File: src/rtl/io_freeze_seq.sv
module io_freeze_seq #(
  parameter int NB        = 3,
  parameter int GAP_SHORT = 5,
  parameter int GAP_LONG  = 10,
  parameter int WAIT_CAL  = 5000,
  parameter int WAIT_OCT  = 165
) (
  input  logic            clk,
  input  logic            rst_n,
  input  logic            freeze_req,
  output logic [5*NB-1:0] simple_ctl,
  output logic [8:0]      special_ctl,
  output logic [1:0]      state
);
  localparam int SW       = 5;
  localparam int F_LAST   = 2*NB + 2;
  localparam int T_LAST   = 3*NB + 5;
  localparam int MAXG     = (WAIT_CAL > WAIT_OCT) ? WAIT_CAL : WAIT_OCT;
  localparam int CW       = $clog2(MAXG + 1) + 1;
  localparam int STW      = $clog2(T_LAST + 1) + 1;
  localparam logic [8:0] X_FROZEN = 9'h0E0;
  localparam logic [8:0] X_THAWED = 9'h11F;

  logic           busy, thawed, dir_q;
  logic [STW-1:0] step_q, cur_step;
  logic [CW-1:0]  cnt;
  logic           start, go, cur_dir;
  logic [5*NB-1:0] s_n;
  logic [8:0]     x_n;

  assign start    = !busy && (freeze_req == thawed);
  assign go       = start || (busy && cnt == '0);
  assign cur_dir  = busy ? dir_q : freeze_req;
  assign cur_step = busy ? step_q : '0;
  assign state    = busy ? 2'b00 : (thawed ? 2'b01 : 2'b10);

  function automatic int gap_before(input logic frz, input int s);
    if (frz) return GAP_SHORT;
    case (s - 3*NB)
      1, 4, 5: return GAP_LONG;
      2:       return WAIT_CAL;
      3:       return WAIT_OCT;
      default: return GAP_SHORT;
    endcase
  endfunction

  always_comb begin
    int st, bk;
    s_n = simple_ctl;
    x_n = special_ctl;
    st  = int'(cur_step);
    if (cur_dir) begin
      if (st < 2*NB) begin
        bk = st / 2;
        if (st % 2 == 0) s_n[bk*SW +: SW] = s_n[bk*SW +: SW] & 5'b00011;
        else             s_n[bk*SW +: SW] = s_n[bk*SW +: SW] & 5'b11100;
      end else begin
        case (st - 2*NB)
          0:       x_n = x_n & ~9'h01C;
          1:       x_n = (x_n & ~9'h003) | 9'h0C0;
          default: x_n = (x_n & ~9'h100) | 9'h020;
        endcase
      end
    end else begin
      if (st < 3*NB) begin
        bk = st / 3;
        case (st % 3)
          0:       s_n[bk*SW +: SW] = s_n[bk*SW +: SW] | 5'b00011;
          1:       s_n[bk*SW +: SW] = s_n[bk*SW +: SW] | 5'b01100;
          default: s_n[bk*SW +: SW] = s_n[bk*SW +: SW] | 5'b10000;
        endcase
      end else begin
        case (st - 3*NB)
          0:       x_n = x_n & ~9'h020;
          1:       x_n = x_n | 9'h100;
          2:       x_n = (x_n | 9'h003) & ~9'h040;
          3:       x_n = x_n | 9'h00C;
          4:       x_n = x_n & ~9'h080;
          default: x_n = x_n | 9'h010;
        endcase
      end
    end
  end

  always_ff @(posedge clk or negedge rst_n) begin
    if (!rst_n) begin
      simple_ctl  <= '0;
      special_ctl <= X_FROZEN;
      busy        <= 1'b0;
      thawed      <= 1'b0;
      dir_q       <= 1'b1;
      step_q      <= '0;
      cnt         <= '0;
    end else if (go) begin
      simple_ctl  <= s_n;
      special_ctl <= x_n;
      dir_q       <= cur_dir;
      if (int'(cur_step) == (cur_dir ? F_LAST : T_LAST)) begin
        busy   <= 1'b0;
        thawed <= !cur_dir;
      end else begin
        busy   <= 1'b1;
        step_q <= cur_step + 1'b1;
        cnt    <= CW'(gap_before(cur_dir, int'(cur_step) + 1) - 1);
      end
    end else if (busy) begin
      cnt <= cnt - 1'b1;
    end
  end

  a_r1_reset_frozen: assert property (@(posedge clk)
    $rose(rst_n) |-> state == 2'b10 && simple_ctl == '0 && special_ctl == X_FROZEN);

  a_r2_frozen_vectors: assert property (@(posedge clk) disable iff (!rst_n)
    state == 2'b10 |-> simple_ctl == '0 && special_ctl == X_FROZEN);

  a_r2_thawed_vectors: assert property (@(posedge clk) disable iff (!rst_n)
    state == 2'b01 |-> simple_ctl == '1 && special_ctl == X_THAWED);

  a_r8_special_after_simple: assert property (@(posedge clk) disable iff (!rst_n)
    !$stable(special_ctl) |-> (simple_ctl == '0 || simple_ctl == '1));

  a_r10_no_activity_frozen: assert property (@(posedge clk) disable iff (!rst_n)
    (state == 2'b10 && freeze_req) |=> $stable(simple_ctl) && $stable(special_ctl));

  a_r10_no_activity_thawed: assert property (@(posedge clk) disable iff (!rst_n)
    (state == 2'b01 && !freeze_req) |=> $stable(simple_ctl) && $stable(special_ctl));

  a_r3_code_legal: assert property (@(posedge clk) disable iff (!rst_n)
    state != 2'b11);
endmodule

File: config.mk
export PLATFORM = sky130hd
export DESIGN_NAME = io_freeze_seq
export DESIGN_NICKNAME = d
export VERILOG_FILES = /design/src/rtl/io_freeze_seq.sv
export SDC_FILE = /design/constraint.sdc
export NUM_CORES = 1
export LEC_CHECK = 0
export BUFFER_PORTS_ARGS = -buffer_cell sky130_fd_sc_hd__buf_2
export CAP_MARGIN = 20
export CORE_MARGIN = 2
export CORE_UTILIZATION = 50
export CTS_CLUSTER_SIZE = 14
export DETAILED_ROUTE_END_ITERATION = 8
export PLACE_DENSITY = 0.7
export SYNTH_ARGS = -nofsm -noshare
export SYNTH_HDL_FRONTEND = slang
export SYNTH_SLANG_ARGS = --single-unit
File: constraint.sdc
create_clock -name clk -period 12.7 [get_ports clk]
set_input_delay 2.54 -clock clk [delete_from_list [all_inputs] [get_ports clk]]
set_output_delay 2.54 -clock clk [all_outputs]
set_load 0.1 [all_outputs]
==> impl_metrics.json, run 1 <==
{
  "crit_type": "reg2reg",
  "synthToLayoutAreaGrowth_pct": 5.25,
  "cts_hold_buffers": 0,
  "via_count_of_the_first_global_routing_pass": 6527,
  "synth_enable_flop_cells": 0,
  "finalCritPeriodShare_pct": 84.5,
  "final.setup.tns_ns": 0,
  "maxUsedRoutingLayer": "met4",
  "die_width_um": 117,
  "synth_top_area_cell": "dfrtp_1",
  "grt_pass1_wl_mm": 35.4,
  "clock_sinks": 44,
  "outcome": "finished clean",
  "maximum_number_of_pins_on_one_net_before_global_route_repair": 45,
  "antenna-diode-count": 0,
  "drt-met1-wl_mm": 9.54,
  "max-slew-margin-rel_pct": 24.5,
  "report.final.hold_viol_count": 0,
  "grt.overflow.total": 0,
  "routed-wl-met2_mm": 9.13,
  "layout.cells.non_filler": 1076,
  "total_die_area_um2": 13700,
  "cp_data_arrival_time_ns": 10.94,
  "critPathCaptureType": "flop",
  "routed_wire_length_per_instance_um": 20.5,
  "clk_tree_root_cell": "clkbuf_16",
  "route.met3.wl_mm": 2.55,
  "hpwl_mm": 15.9,
  "layout-drive-gt1-share_pct": 9.85,
  "via_count": 7349,
  "cpMaxStageDelayCell": "xor2_1",
  "ys_ff_latch": 44,
  "placed_cells_incl_taps": 1066,
  "path_common_cell": "ha_1",
  "postCtsResizedCells": 0,
  "synth_area_leaders": "dfrtp_1, nand2_1, ha_1",
  "cts_max_path_buffers": 2,
  "period_minus_slack_ns": 10.73,
  "path_max_fanout": 26,
  "rsz_0062_raised_after_global_routing": "false",
  "buffers_on_ports": 28,
  "antenna_left": 0,
  "core.rowCount": 41,
  "synth.yosys.seq_area_share_pct": 17.4,
  "mapped_avg_cell_area_um2": 6.97,
  "drv_cap": 0,
  "global_route.usage.total_pct": 32.8,
  "first_pass_iters": 7,
  "die-height_um": 117,
  "mostFrequentLayoutCells": "nand2_1, nor2_1, a21oi_1, o21ai_0, dfrtp_1",
  "worst_skew_pair.late_latency_ns": 0.30,
  "tritoncts.num_buffers": 5,
  "hold_class": "reg2reg",
  "timing.fmax_mhz": 93.2,
  "max_stage_delay_ns": 0.89,
  "critPathRequiredTime_ns": 12.92,
  "synth.cell_area_um2": 6370,
  "gp_routability_congestion": 1.05,
  "initial_core_util_pct": 50.9,
  "grt_antenna_before_repair": 0,
  "skew_ns": 0.0131,
  "timing.final.setup_violations": 0,
  "filler_cell_count": 1270,
  "top_level_ports": 29,
  "route.detailed.drc": 0,
  "finalMaxSlewViolations": 0,
  "area_inside_the_core_boundary_um2": 12500,
  "finish.net_count": 940,
  "postLayoutCoreUtil_pct": 53.5,
  "area_fraction_of_the_dominant_cell_type_after_synthesis_pct": 15.7,
  "syn_nets": 950,
  "synth_ff_type": "dfrtp_1",
  "synth.distinct_cells": 92,
  "route.final.wire_length_mm": 22.1,
  "viasPerCell": 6.83,
  "yosys_warnings": 0,
  "drt_iter0_markers": 1152,
  "ffs_w_async_s_r_synth_pct": 100,
  "layout.cells.most_common": "nand2_1",
  "tritoncts": "built",
  "setup.worst_path.start_class": "flop",
  "postSynthCellCount": 914,
  "cts_post_setup_buffers_inserted": 0,
  "worst_slew_pin_slew_ns": 1.13,
  "cts.htree.levels": 2,
  "clk_pin_slew_worst_paths_ns": 0.07
}
==> per-layer routing <==
metal	vias up	track usage, %
met5	-	0
met4	0	13.0
met3	86	6.39
met2	529	46.9
met1	3335	48.4
li1	3399	-
==> state kept, by name, summed over array words and instances, names as in the netlist <==
signal       flops
special_ctl      7
cnt             14
step_q           5
dir_q            1
simple_ctl      15
thawed           1
busy             1
==> cells in the mapped netlist, types with 16 or more instances <==
cell      count
nand3_1      35
nor2_1       84
clkbuf_1     36
nand2_1     129
dfrtp_1      40
ha_1         32
a21oi_1      74
xnor2_1      22
o21ai_0      69
inv_1        37
nor3_1       29
a31oi_1      21
o211ai_1     16
==> worst max-delay path: cells and delay by family, from the launching register on <==
kind                     cells  cell delay, ns
flip-flops                   1            0.80
adder cells (fa/ha/maj)      7            2.22
multiplexers                 1            0.26
AO/OA/AOI/OAI               10            3.25
XOR/XNOR                     2            1.05
buffers and inverters        5            1.37
AND/OR/NAND/NOR              6            1.67
==> cell families (layout without fill, tap and decap cells) <==
kind of cell	count (synthesis)	after routing	share of synthesized area, %
simple gates	371	371	28.0
compound gates	322	322	34.3
buf+inv	98	88	6.58
flops	44	44	17.4
fa+ha+maj	33	33	6.60
xor+xnor	26	26	3.58
mux	20	20	3.50
==> through the flow <==
step,cell area (um2),setup slack (ns),hold WS (ns)
after floorplan,6370,3.79,0.451
after global placement,6530,2.51,0.466
after detailed placement,6530,2.03,0.473
after CTS,6670,2.03,0.485
after global routing,6700,1.05,0.510
final,6700,1.97,0.486
==> final timing paths <==
path                       cells after the start     from        endpoint  slack [ns]
hold reg to reg                                1  cnt[13]         cnt[13]        0.49
setup reg to reg                              31     busy  simple_ctl[10]        1.97
max in group asynchronous                      2    rst_n  special_ctl[5]        9.98
setup / recovery                              31     busy  simple_ctl[10]        1.97
hold / removal                                 1  cnt[13]         cnt[13]        0.49
min in group asynchronous                      1    rst_n         cnt[13]        2.15
==> area by class of cell <==
| cell class | count | area, um2 | area share (%) |
|---|---|---|---|
| well taps | 172 | 215 | 3.21 |
| inverters | 40 | 153 | 2.28 |
| clock inverters | 2 | 12.5 | 0.187 |
| multi-input cells | 772 | 4850 | 72.3 |
| repair buffers | 41 | 244 | 3.64 |
| flip-flops and latches | 44 | 1110 | 16.5 |
| clock buffers | 5 | 125 | 1.87 |
Power of run 1 is not shown: default switching activity piles up to over one toggle a cycle in this logic, so the estimate is an artifact.
==> run 2, diff against run 1 <==
--- a/config.mk
+++ b/config.mk
@@ -11,7 +11,7 @@
 export CORE_UTILIZATION = 50
 export CTS_CLUSTER_SIZE = 14
 export DETAILED_ROUTE_END_ITERATION = 8
-export PLACE_DENSITY = 0.7
+export PLACE_DENSITY = 0.73
 export SYNTH_ARGS = -nofsm -noshare
 export SYNTH_HDL_FRONTEND = slang
 export SYNTH_SLANG_ARGS = --single-unit
==> constraint.sdc (replaced) <==
create_clock -name clk -period 9.2 [get_ports clk]
set_input_delay 1.84 -clock clk [delete_from_list [all_inputs] [get_ports clk]]
set_output_delay 1.84 -clock clk [all_outputs]
set_load 0.1 [all_outputs]
==> impl_metrics.json, run 2 (synthesized netlist as in run 1, its figures left out) <==
{
  "grt_pass1_wl_mm": 35.8,
  "timing.fmax_mhz": 116,
  "cts_hold_buffers": 0,
  "area_inside_the_core_boundary_um2": 12500,
  "max_stage_delay_ns": 0.92,
  "finish.net_count": 949,
  "core.rowCount": 41,
  "hpwl_mm": 16.2,
  "clock_sinks": 44,
  "total_die_area_um2": 13700,
  "top_regs": "simple_ctl: 15 flops, cnt: 14 flops, special_ctl: 7 flops",
  "period_minus_slack_ns": 8.61,
  "gp_routability_congestion": 1.05,
  "cts.htree.levels": 2,
  "maximum_number_of_pins_on_one_net_before_global_route_repair": 45,
  "die-height_um": 117,
  "number_of_flip_flops_under_the_largest_register_name": 15,
  "hold_class": "reg2reg",
  "drt_iter0_markers": 1248,
  "viasPerCell": 6.86,
  "outcome": "finished clean",
  "first_pass_iters": 9,
  "worst_skew_pair.late_latency_ns": 0.30,
  "layout-drive-gt1-share_pct": 11.4,
  "antenna_left": 0,
  "via_count_of_the_first_global_routing_pass": 6647,
  "report.final.hold_viol_count": 0,
  "rsz_0062_raised_after_global_routing": "false",
  "worst_slew_pin_slew_ns": 1.07,
  "route.detailed.drc": 0,
  "registers.top_by_ff_count": "simple_ctl",
  "grt.overflow.total": 0,
  "antenna-diode-count": 0,
  "setup.worst_path.start_class": "flop",
  "drv_cap": 0,
  "mostFrequentLayoutCells": "nand2_1, nor2_1, a21oi_1, o21ai_0, dfrtp_1",
  "final.setup.tns_ns": 0,
  "route.final.wire_length_mm": 22.8,
  "finalCritPeriodShare_pct": 93.6,
  "cpMaxStageDelayCell": "a2111oi_0",
  "clk_pin_slew_worst_paths_ns": 0.07,
  "finalMaxSlewViolations": 0,
  "skew_ns": 0.0129,
  "synthToLayoutAreaGrowth_pct": 7.35,
  "critPathRequiredTime_ns": 9.36,
  "top_level_ports": 29,
  "path_max_fanout": 14,
  "max-slew-margin-rel_pct": 27.0,
  "buffers_on_ports": 28,
  "tritoncts": "built",
  "tritoncts.num_buffers": 5,
  "grt_antenna_before_repair": 0,
  "timing.final.setup_violations": 0,
  "via_count": 7453,
  "layout.cells.most_common": "nand2_1",
  "critPathCaptureType": "flop",
  "routed_wire_length_per_instance_um": 21.0,
  "die_width_um": 117,
  "cp_data_arrival_time_ns": 8.78,
  "clk_tree_root_cell": "clkbuf_16",
  "initial_core_util_pct": 50.9,
  "global_route.usage.total_pct": 33.0,
  "crit_type": "reg2reg",
  "cts_max_path_buffers": 2
}
==> run 2: cell type report <==
cell class / count / area [um2]
clock buffers: 6 / 139
clock inverters: 2 / 38.8
fillers: 1219 / 5680
inverters: 40 / 153
multi-input cells: 773 / 4870
flip-flops and latches: 44 / 1110
well taps: 172 / 215
repair buffers: 49 / 315
==> run 2: routing by layer <==
metal	track usage, %	wire length (um)
met5	0	0
met4	12.6	762
met3	5.20	2550
met2	49.1	9660
met1	48.1	9840
==> run 2: path summary, 6_finish.rpt <==
kind                                  end  slack [ns]  cells past startpoint            from
max                         simple_ctl[8]        0.59                     34            busy
max reg2reg                 simple_ctl[8]        0.59                     34            busy
min in group asynchronous          cnt[3]        1.40                      1           rst_n
max in group asynchronous  special_ctl[5]        7.26                      2           rst_n
min                        special_ctl[8]        0.50                      2  special_ctl[8]
min reg2reg                special_ctl[8]        0.50                      2  special_ctl[8]
==> run 2: what timing repair did <==
action | in CTS | in global routing
gates resized for setup | 0 | 6
buffers inserted | 0 | 0
setup endpoints to repair | 0 | 15
==> run 2: critical path: cells and delay by family, from the launching register on <==
kind	cells	cell delay [ns]
compound gates	12	3.36
fa+ha+maj	7	1.99
simple gates	8	1.57
buf+inv	5	0.84
flops	1	0.49
xor+xnor	2	0.22
==> run 2: stage by stage <==
step | worst slack (ns) | instances | hold slack, ns | area, um2 | utilization [%]
finish | 0.586 | 1086 | 0.495 | 6840 | 54.6
detailed placement | 0.385 | 1074 | 0.480 | 6600 | 52.7
global placement | 0.615 | 1073 | 0.474 | 6590 | 52.6
CTS | 0.332 | 1082 | 0.495 | 6770 | 54.1
global route | 0.0660 | 1086 | 0.515 | 6840 | 54.6
floorplan | 0.288 | 914 | 0.451 | 6370 | -
Power of run 2 is left out for the same reason.
